**config.mk**
```make
export PLATFORM = sky130hd
export DESIGN_NAME = sci_top
export DESIGN_NICKNAME = d
export VERILOG_FILES = /design/src/rtl/sci_pkg.sv /design/src/rtl/sci_baud.sv /design/src/rtl/sci_tx.sv /design/src/rtl/sci_rx.sv /design/src/rtl/sci_top.sv
export SDC_FILE = /design/constraint.sdc
export NUM_CORES = 1
export LEC_CHECK = 0
export ABC_CLOCK_PERIOD_IN_PS = 2900
export BUFFER_PORTS_ARGS = -buffer_cell sky130_fd_sc_hd__buf_4
export CORE_MARGIN = 1
export CORE_UTILIZATION = 60
export CTS_CLUSTER_DIAMETER = 100
export DETAILED_ROUTE_END_ITERATION = 8
export PLACE_DENSITY_LB_ADDON = 0.05
export SYNTH_ARGS = -nofsm -noshare
export SYNTH_HDL_FRONTEND = slang
export SYNTH_HIERARCHICAL = 1
export SYNTH_SLANG_ARGS = --single-unit
```
**constraint.sdc**
```tcl
create_clock -name clk -period 2.9 [get_ports clk]
set_input_delay 0.145 -clock clk [delete_from_list [all_inputs] [get_ports clk]]
set_output_delay 0.145 -clock clk [all_outputs]
set_load 0.005 [all_outputs]
```
**src/rtl/sci_pkg.sv**
```systemverilog
package sci_pkg;
    localparam int REG_AW = 4;

    localparam logic [REG_AW-1:0] A_MODE  = 4'h0;
    localparam logic [REG_AW-1:0] A_RATE  = 4'h2;
    localparam logic [REG_AW-1:0] A_CTRL  = 4'h4;
    localparam logic [REG_AW-1:0] A_TDATA = 4'h6;
    localparam logic [REG_AW-1:0] A_STAT  = 4'h8;
    localparam logic [REG_AW-1:0] A_RDATA = 4'hA;

    localparam int S_TXE  = 7;
    localparam int S_RXF  = 6;
    localparam int S_OVR  = 5;
    localparam int S_FRM  = 4;
    localparam int S_PAR  = 3;
    localparam int S_TXD  = 2;

    localparam int C_TIE = 7;
    localparam int C_RIE = 6;
    localparam int C_TEN = 5;
    localparam int C_REN = 4;

    localparam int M_PEN = 5;
    localparam int M_ODD = 4;

    localparam logic [7:0] STAT_RESET = 8'h84;
    localparam logic [7:0] CTRL_RESET = 8'h30;
    localparam logic [7:0] RATE_RESET = 8'hFF;
    localparam logic [7:0] FLAG_MASK  = 8'hFC;

    typedef enum logic [2:0] {TX_IDLE, TX_START, TX_DATA, TX_PAR, TX_STOP} tx_state_e;
    typedef enum logic [2:0] {RX_IDLE, RX_START, RX_DATA, RX_PAR, RX_STOP} rx_state_e;
endpackage

```
**src/rtl/sci_baud.sv**
```systemverilog
module sci_baud #(
    parameter int RATE_W    = 8,
    parameter int PSC_STEPS = 4,
    parameter int PSC_SHIFT = 2
) (
    input  logic                         clk,
    input  logic                         rst_n,
    input  logic [$clog2(PSC_STEPS)-1:0] psc_sel,
    input  logic [RATE_W-1:0]            rate,
    output logic                         tick
);
    localparam int PSC_W = PSC_SHIFT * (PSC_STEPS - 1);

    logic [PSC_W-1:0]  psc_cnt;
    logic [PSC_W-1:0]  psc_lim;
    logic [PSC_W:0]    psc_pow;
    logic [RATE_W-1:0] div_cnt;

    always_comb begin
        psc_pow = (PSC_W+1)'(1) << (PSC_SHIFT * int'(psc_sel));
        psc_lim = PSC_W'(psc_pow - 1'b1);
    end

    always_ff @(posedge clk or negedge rst_n) begin
        if (!rst_n) begin
            psc_cnt <= '0;
            div_cnt <= '0;
            tick    <= 1'b0;
        end else begin
            tick <= 1'b0;
            if (psc_cnt >= psc_lim) begin
                psc_cnt <= '0;
                if (div_cnt >= rate) begin
                    div_cnt <= '0;
                    tick    <= 1'b1;
                end else begin
                    div_cnt <= div_cnt + 1'b1;
                end
            end else begin
                psc_cnt <= psc_cnt + 1'b1;
            end
        end
    end
endmodule

```
**src/rtl/sci_tx.sv**
```systemverilog
module sci_tx
    import sci_pkg::*;
#(
    parameter int DW    = 8,
    parameter int TICKS = 32
) (
    input  logic          clk,
    input  logic          rst_n,
    input  logic          tick,
    input  logic          enable,
    input  logic          pending,
    input  logic [DW-1:0] tdata,
    input  logic          par_en,
    input  logic          par_odd,
    output logic          load,
    output logic          fin,
    output logic          busy,
    output logic          txd
);
    localparam int SUB_W = $clog2(TICKS);
    localparam int BIT_W = $clog2(DW);
    localparam logic [SUB_W-1:0] SUB_LAST = SUB_W'(TICKS - 1);
    localparam logic [BIT_W-1:0] BIT_LAST = BIT_W'(DW - 1);

    tx_state_e        st, nxt;
    logic [SUB_W-1:0] sub;
    logic [BIT_W-1:0] bitn;
    logic [DW-1:0]    shreg;
    logic             pbit;
    logic             bit_end;

    assign bit_end = tick && (sub == SUB_LAST);

    always_comb begin
        nxt  = st;
        load = 1'b0;
        fin  = 1'b0;
        unique case (st)
            TX_IDLE:  if (enable && pending) begin
                          load = 1'b1;
                          nxt  = TX_START;
                      end
            TX_START: if (bit_end) nxt = TX_DATA;
            TX_DATA:  if (bit_end && bitn == BIT_LAST) nxt = par_en ? TX_PAR : TX_STOP;
            TX_PAR:   if (bit_end) nxt = TX_STOP;
            TX_STOP:  if (bit_end) begin
                          if (enable && pending) begin
                              load = 1'b1;
                              nxt  = TX_START;
                          end else begin
                              fin = 1'b1;
                              nxt = TX_IDLE;
                          end
                      end
            default:  nxt = TX_IDLE;
        endcase
    end

    always_ff @(posedge clk or negedge rst_n) begin
        if (!rst_n) begin
            st    <= TX_IDLE;
            sub   <= '0;
            bitn  <= '0;
            shreg <= '0;
            pbit  <= 1'b0;
        end else begin
            st <= nxt;
            if (load) begin
                shreg <= tdata;
                pbit  <= (^tdata) ^ par_odd;
                sub   <= '0;
                bitn  <= '0;
            end else if (tick && st != TX_IDLE) begin
                sub <= (sub == SUB_LAST) ? '0 : sub + 1'b1;
                if (bit_end && st == TX_DATA) begin
                    shreg <= shreg >> 1;
                    bitn  <= bitn + 1'b1;
                end
            end
        end
    end

    always_comb begin
        busy = (st != TX_IDLE);
        unique case (st)
            TX_START: txd = 1'b0;
            TX_DATA:  txd = shreg[0];
            TX_PAR:   txd = pbit;
            default:  txd = 1'b1;
        endcase
    end
endmodule

```
**src/rtl/sci_rx.sv**
```systemverilog
module sci_rx
    import sci_pkg::*;
#(
    parameter int DW    = 8,
    parameter int TICKS = 32
) (
    input  logic          clk,
    input  logic          rst_n,
    input  logic          tick,
    input  logic          enable,
    input  logic          line,
    input  logic          par_en,
    input  logic          par_odd,
    output logic          done,
    output logic [DW-1:0] data,
    output logic          frm_err,
    output logic          par_err
);
    localparam int SUB_W = $clog2(TICKS);
    localparam int BIT_W = $clog2(DW);
    localparam logic [SUB_W-1:0] SUB_LAST = SUB_W'(TICKS - 1);
    localparam logic [SUB_W-1:0] SUB_HALF = SUB_W'(TICKS / 2 - 1);
    localparam logic [BIT_W-1:0] BIT_LAST = BIT_W'(DW - 1);

    rx_state_e        st, nxt;
    logic [SUB_W-1:0] sub;
    logic [BIT_W-1:0] bitn;
    logic [DW-1:0]    shreg;
    logic             pbit;
    logic             sample;
    logic             mid_start;

    assign sample    = tick && (sub == SUB_LAST);
    assign mid_start = tick && (sub == SUB_HALF);

    always_comb begin
        nxt = st;
        if (!enable) begin
            nxt = RX_IDLE;
        end else begin
            unique case (st)
                RX_IDLE:  if (tick && !line) nxt = RX_START;
                RX_START: if (mid_start) nxt = line ? RX_IDLE : RX_DATA;
                RX_DATA:  if (sample && bitn == BIT_LAST) nxt = par_en ? RX_PAR : RX_STOP;
                RX_PAR:   if (sample) nxt = RX_STOP;
                RX_STOP:  if (sample) nxt = RX_IDLE;
                default:  nxt = RX_IDLE;
            endcase
        end
    end

    always_ff @(posedge clk or negedge rst_n) begin
        if (!rst_n) begin
            st    <= RX_IDLE;
            sub   <= '0;
            bitn  <= '0;
            shreg <= '0;
            pbit  <= 1'b0;
        end else begin
            st <= nxt;
            if (st == RX_IDLE) begin
                sub  <= '0;
                bitn <= '0;
            end else if (st == RX_START) begin
                if (tick) sub <= mid_start ? '0 : sub + 1'b1;
            end else if (tick) begin
                sub <= (sub == SUB_LAST) ? '0 : sub + 1'b1;
                if (sample && st == RX_DATA) begin
                    shreg <= {line, shreg[DW-1:1]};
                    bitn  <= bitn + 1'b1;
                end
                if (sample && st == RX_PAR) pbit <= line;
            end
        end
    end

    always_comb begin
        done    = enable && (st == RX_STOP) && sample;
        data    = shreg;
        frm_err = !line;
        par_err = par_en && (pbit != ((^shreg) ^ par_odd));
    end
endmodule

```
**src/rtl/sci_top.sv**
```systemverilog
module sci_top
    import sci_pkg::*;
#(
    parameter int DW        = 8,
    parameter int TICKS     = 32,
    parameter int PSC_STEPS = 4,
    parameter int PSC_SHIFT = 2
) (
    input  logic              clk,
    input  logic              rst_n,
    input  logic              bus_wr,
    input  logic              bus_rd,
    input  logic [REG_AW-1:0] bus_addr,
    input  logic [7:0]        bus_wdata,
    output logic [7:0]        bus_rdata,
    input  logic              rxd,
    output logic              txd,
    output logic              irq_tx,
    output logic              irq_rx,
    output logic              irq_err
);
    localparam int PSEL_W = $clog2(PSC_STEPS);

    logic [7:0]    mode_q, rate_q, ctrl_q;
    logic [DW-1:0] tdr_q, rdr_q;
    logic [7:0]    flags, seen;
    logic [7:0]    hw_set, sw_clr;
    logic [1:0]    rx_sync;
    logic          tick;
    logic          tx_load, tx_fin, tx_busy;
    logic          rx_done, rx_frm, rx_par;
    logic [DW-1:0] rx_data;
    logic          stat_wr, stat_rd;

    assign stat_wr = bus_wr && bus_addr == A_STAT;
    assign stat_rd = bus_rd && bus_addr == A_STAT;

    sci_baud #(.RATE_W(8), .PSC_STEPS(PSC_STEPS), .PSC_SHIFT(PSC_SHIFT)) u_baud (
        .clk(clk), .rst_n(rst_n), .psc_sel(mode_q[PSEL_W-1:0]), .rate(rate_q), .tick(tick)
    );

    sci_tx #(.DW(DW), .TICKS(TICKS)) u_tx (
        .clk(clk), .rst_n(rst_n), .tick(tick), .enable(ctrl_q[C_TEN]),
        .pending(!flags[S_TXE]), .tdata(tdr_q), .par_en(mode_q[M_PEN]),
        .par_odd(mode_q[M_ODD]), .load(tx_load), .fin(tx_fin), .busy(tx_busy), .txd(txd)
    );

    sci_rx #(.DW(DW), .TICKS(TICKS)) u_rx (
        .clk(clk), .rst_n(rst_n), .tick(tick), .enable(ctrl_q[C_REN]), .line(rx_sync[1]),
        .par_en(mode_q[M_PEN]), .par_odd(mode_q[M_ODD]), .done(rx_done), .data(rx_data),
        .frm_err(rx_frm), .par_err(rx_par)
    );

    always_ff @(posedge clk or negedge rst_n) begin
        if (!rst_n) rx_sync <= 2'b11;
        else        rx_sync <= {rx_sync[0], rxd};
    end

    always_ff @(posedge clk or negedge rst_n) begin
        if (!rst_n) begin
            mode_q <= '0;
            rate_q <= RATE_RESET;
            ctrl_q <= CTRL_RESET;
            tdr_q  <= '0;
        end else if (bus_wr) begin
            if (bus_addr == A_MODE)  mode_q <= bus_wdata;
            if (bus_addr == A_RATE)  rate_q <= bus_wdata;
            if (bus_addr == A_CTRL)  ctrl_q <= bus_wdata;
            if (bus_addr == A_TDATA) tdr_q  <= bus_wdata[DW-1:0];
        end
    end

    always_ff @(posedge clk or negedge rst_n) begin
        if (!rst_n)                           rdr_q <= '0;
        else if (rx_done && !flags[S_RXF])    rdr_q <= rx_data;
    end

    always_comb begin
        hw_set        = '0;
        hw_set[S_TXE] = tx_load;
        hw_set[S_TXD] = tx_fin;
        hw_set[S_RXF] = rx_done && !flags[S_RXF];
        hw_set[S_OVR] = rx_done &&  flags[S_RXF];
        hw_set[S_FRM] = rx_done && !flags[S_RXF] && rx_frm;
        hw_set[S_PAR] = rx_done && !flags[S_RXF] && rx_par;
        sw_clr        = stat_wr ? (~bus_wdata & seen) : '0;
    end

    for (genvar b = 0; b < 8; b++) begin : g_flag
        always_ff @(posedge clk or negedge rst_n) begin
            if (!rst_n) begin
                flags[b] <= STAT_RESET[b];
                seen[b]  <= 1'b0;
            end else begin
                flags[b] <= FLAG_MASK[b] & (hw_set[b] | (flags[b] & ~sw_clr[b]));
                if (stat_rd)      seen[b] <= flags[b];
                else if (stat_wr) seen[b] <= seen[b] & bus_wdata[b];
            end
        end
    end

    always_comb begin
        unique case (bus_addr)
            A_MODE:  bus_rdata = mode_q;
            A_RATE:  bus_rdata = rate_q;
            A_CTRL:  bus_rdata = ctrl_q;
            A_TDATA: bus_rdata = 8'(tdr_q);
            A_STAT:  bus_rdata = flags;
            A_RDATA: bus_rdata = 8'(rdr_q);
            default: bus_rdata = '0;
        endcase
    end

    assign irq_tx  = flags[S_TXE] & ctrl_q[C_TIE];
    assign irq_rx  = flags[S_RXF] & ctrl_q[C_RIE];
    assign irq_err = (flags[S_OVR] | flags[S_FRM] | flags[S_PAR]) & ctrl_q[C_RIE];
endmodule

```
==> metrics.yaml <==
worst_setup_path:
  endpoint_kind: "flip-flop"
  cp.arrival_ns: 2.64
  cp-start-kind: "flip-flop"
  cp_max_fo: 25
  r2r_slack_ns: 0.52
  r2r_cells: 7
  path_class: "reg -> reg"
  cp.required_ns: 3.16
  r2r_end: "u_tx/pbit"
  rr_startpoint: "u_tx/sub[0]"
sta:
  finalCritPeriodShare_pct: 82.1
  finalSetupTns_ns: 0
  slew_violations: 0
  fin_crit_ns: 2.38
  fin_worst_skew_ns: 0.0135
  finalHoldViolations: 0
  worstMarginPinSlew_ns: 0.719
  relSlewSlack_pct: 51.8
  setup_violations: 0
  fmaxAchievable_mhz: 420
  rsz0062_at_grt: "no"
placement:
  gp_congestion: 0.773
  portBuffers: 28
  dp_hpwl_mm: 8.74
floorplanning:
  start_util_pct: 62.1
  coreArea_um2: 9770
  ios: 29
  dieArea_um2: 10500
  fp.dieH_um: 103
  fp.dieW_um: 103
  fp-row-count: 36
synthesis:
  syn_inst: 529
  syn_area_um2: 6070
  synth_nets: 572
  ys.warnings.count: 6
  avgSynthCellArea_um2: 11.5
global_route:
  grt_pass1_vias: 3938
  antenna_found_initial: 0
  grt_overflow: 0
  track_usage_pct: 24.7
  grt_pass1_wl_mm: 19.7
  grt_max_degree: 56
routing:
  wl_per_cell_um: 17.6
  vias_per_cell: 5.86
  vias: 4038
  postRouteAntennaNets: 0
  postRouteWirelength_mm: 12.1
  drc: 0
  first_pass_iters: 4
  drt_iter0_markers: 165
cts:
  post-cts-setup-buffers: 0
  clk_path_buf_depth: 2
  clk_pin_slew_ns: 0.09
  h-tree-depth: 3
  tritoncts: "built"
  clock-sinks: 109
  clock_latency_ns: 0.37
  cts_made_buffers: 9
  cts-root-buf: "clkbuf_8"
min_path:
  worstHoldStart: "bus_wdata[1]"
  min_path_type: "in -> reg"
  hold_path_end: "mode_q[1]"
  hold_depth: 2
cells_and_area:
  area_growth_pct: 7.92
  drive_gt1_share_pct: 26.4
  insertedDiodeCount: 0
  final_nets: 594
pwr:
  vdd.ir_drop.worst_mv: 0.346
  pwr_density_cell_nw_per_um2: 640
  power_mw: 4.19
  p_leak_nw: 3.01
run:
  cap_viol_max_count: 0
outcome:
  status: "finished, final reports clean"
power breakdown:
| group | leakage (nW) | switching [mW] | internal [mW] |
|---|---|---|---|
| clock network | 0.0964 | 0.484 | 0.421 |
| logic | 1.53 | 0.563 | 0.623 |
| registers | 1.38 | 0.278 | 1.82 |
| total | 3.01 | 1.32 | 2.86 |
area by class of cell:
type	count	area, um^2
timing repair buffer	34	273
multi-input combinational	368	3060
sequential	109	2750
inverter	29	109
clock inverter	4	47.5
fill	807	3230
clock buffer	12	145
tap	133	166
metal layers:
metal	vias to the layer above	part of all wire, %	GRT usage, %
met5	-	0	0
met1	2014	47	34.1
met4	0	0.96	5.49
met2	70	49	40.9
li1	1942	-	-
met3	12	3.1	4.34
through the flow:
step / cells / hold WS (ns) / utilization [%] / setup WS [ns] / instance area [um^2]
5_1_grt: 689 / 0.0162 / 67.0 / 0.403 / 6550
3_3_place_gp: 671 / 0.245 / 64.8 / 0.670 / 6330
2_1_floorplan: 529 / -0.151 / - / 0.693 / 6070
6_report: 689 / 0.0305 / 67.0 / 0.518 / 6550
3_5_place_dp: 671 / 0.243 / 64.8 / 0.533 / 6330
4_1_cts: 689 / 0.0124 / 67.0 / 0.518 / 6550
registers in the layout, indices dropped and copies added, names as in the netlist, 2 cells and up:
name / flops
mode_q: 8
u_rx/st: 3
u_tx/shreg: 8
u_baud/div_cnt: 8
u_rx/data: 8
rate_q: 8
tdr_q: 8
rx_sync: 2
u_tx/st: 3
rdr_q: 8
u_tx/bitn: 3
u_tx/sub: 5
flags: 6
seen: 6
ctrl_q: 8
u_baud/psc_cnt: 6
u_rx/bitn: 3
u_rx/sub: 5
cell usage in the layout, fill, tap and decap left out, drive strengths merged, types with 12 or more instances in the layout:
cell type  count
dfrtp         95
mux2          59
nor2          33
buf           32
nand2         32
inv           29
ha            26
o21ai         24
mux2i         17
a22o          14
dfstp         14
xnor2         14
a21oi         14
nand3         12
clkbuf        12
worst max path at each step:
stage          slack [ns]         from        end  cells past startpoint
2_1_floorplan        0.69  u_rx/sub[0]   rdr_q[0]                      8
3_3_place_gp         0.67  u_tx/sub[0]  u_tx/pbit                      7
3_5_place_dp         0.53  u_tx/sub[0]  u_tx/pbit                      7
4_1_cts              0.52  u_tx/sub[0]  u_tx/pbit                      7
5_1_grt              0.40  u_tx/sub[0]  u_tx/pbit                      7
6_report             0.52  u_tx/sub[0]  u_tx/pbit                      7
repair_timing:
item	CTS	global route
resized for setup	0	0
hold buffers	2	0
endpoints found under the hold margin	48	0
worst max-delay path: stages (launching register included):
cell	delay (ns)
dfrtp_1	0.40
ha_1	0.20
and3_1	0.17
ha_1	0.31
nand2_2	0.16
a2111oi_4	0.40
buf_4	0.32
mux2_4	0.32
No activity file was read; power rests on OpenSTA's default activity.
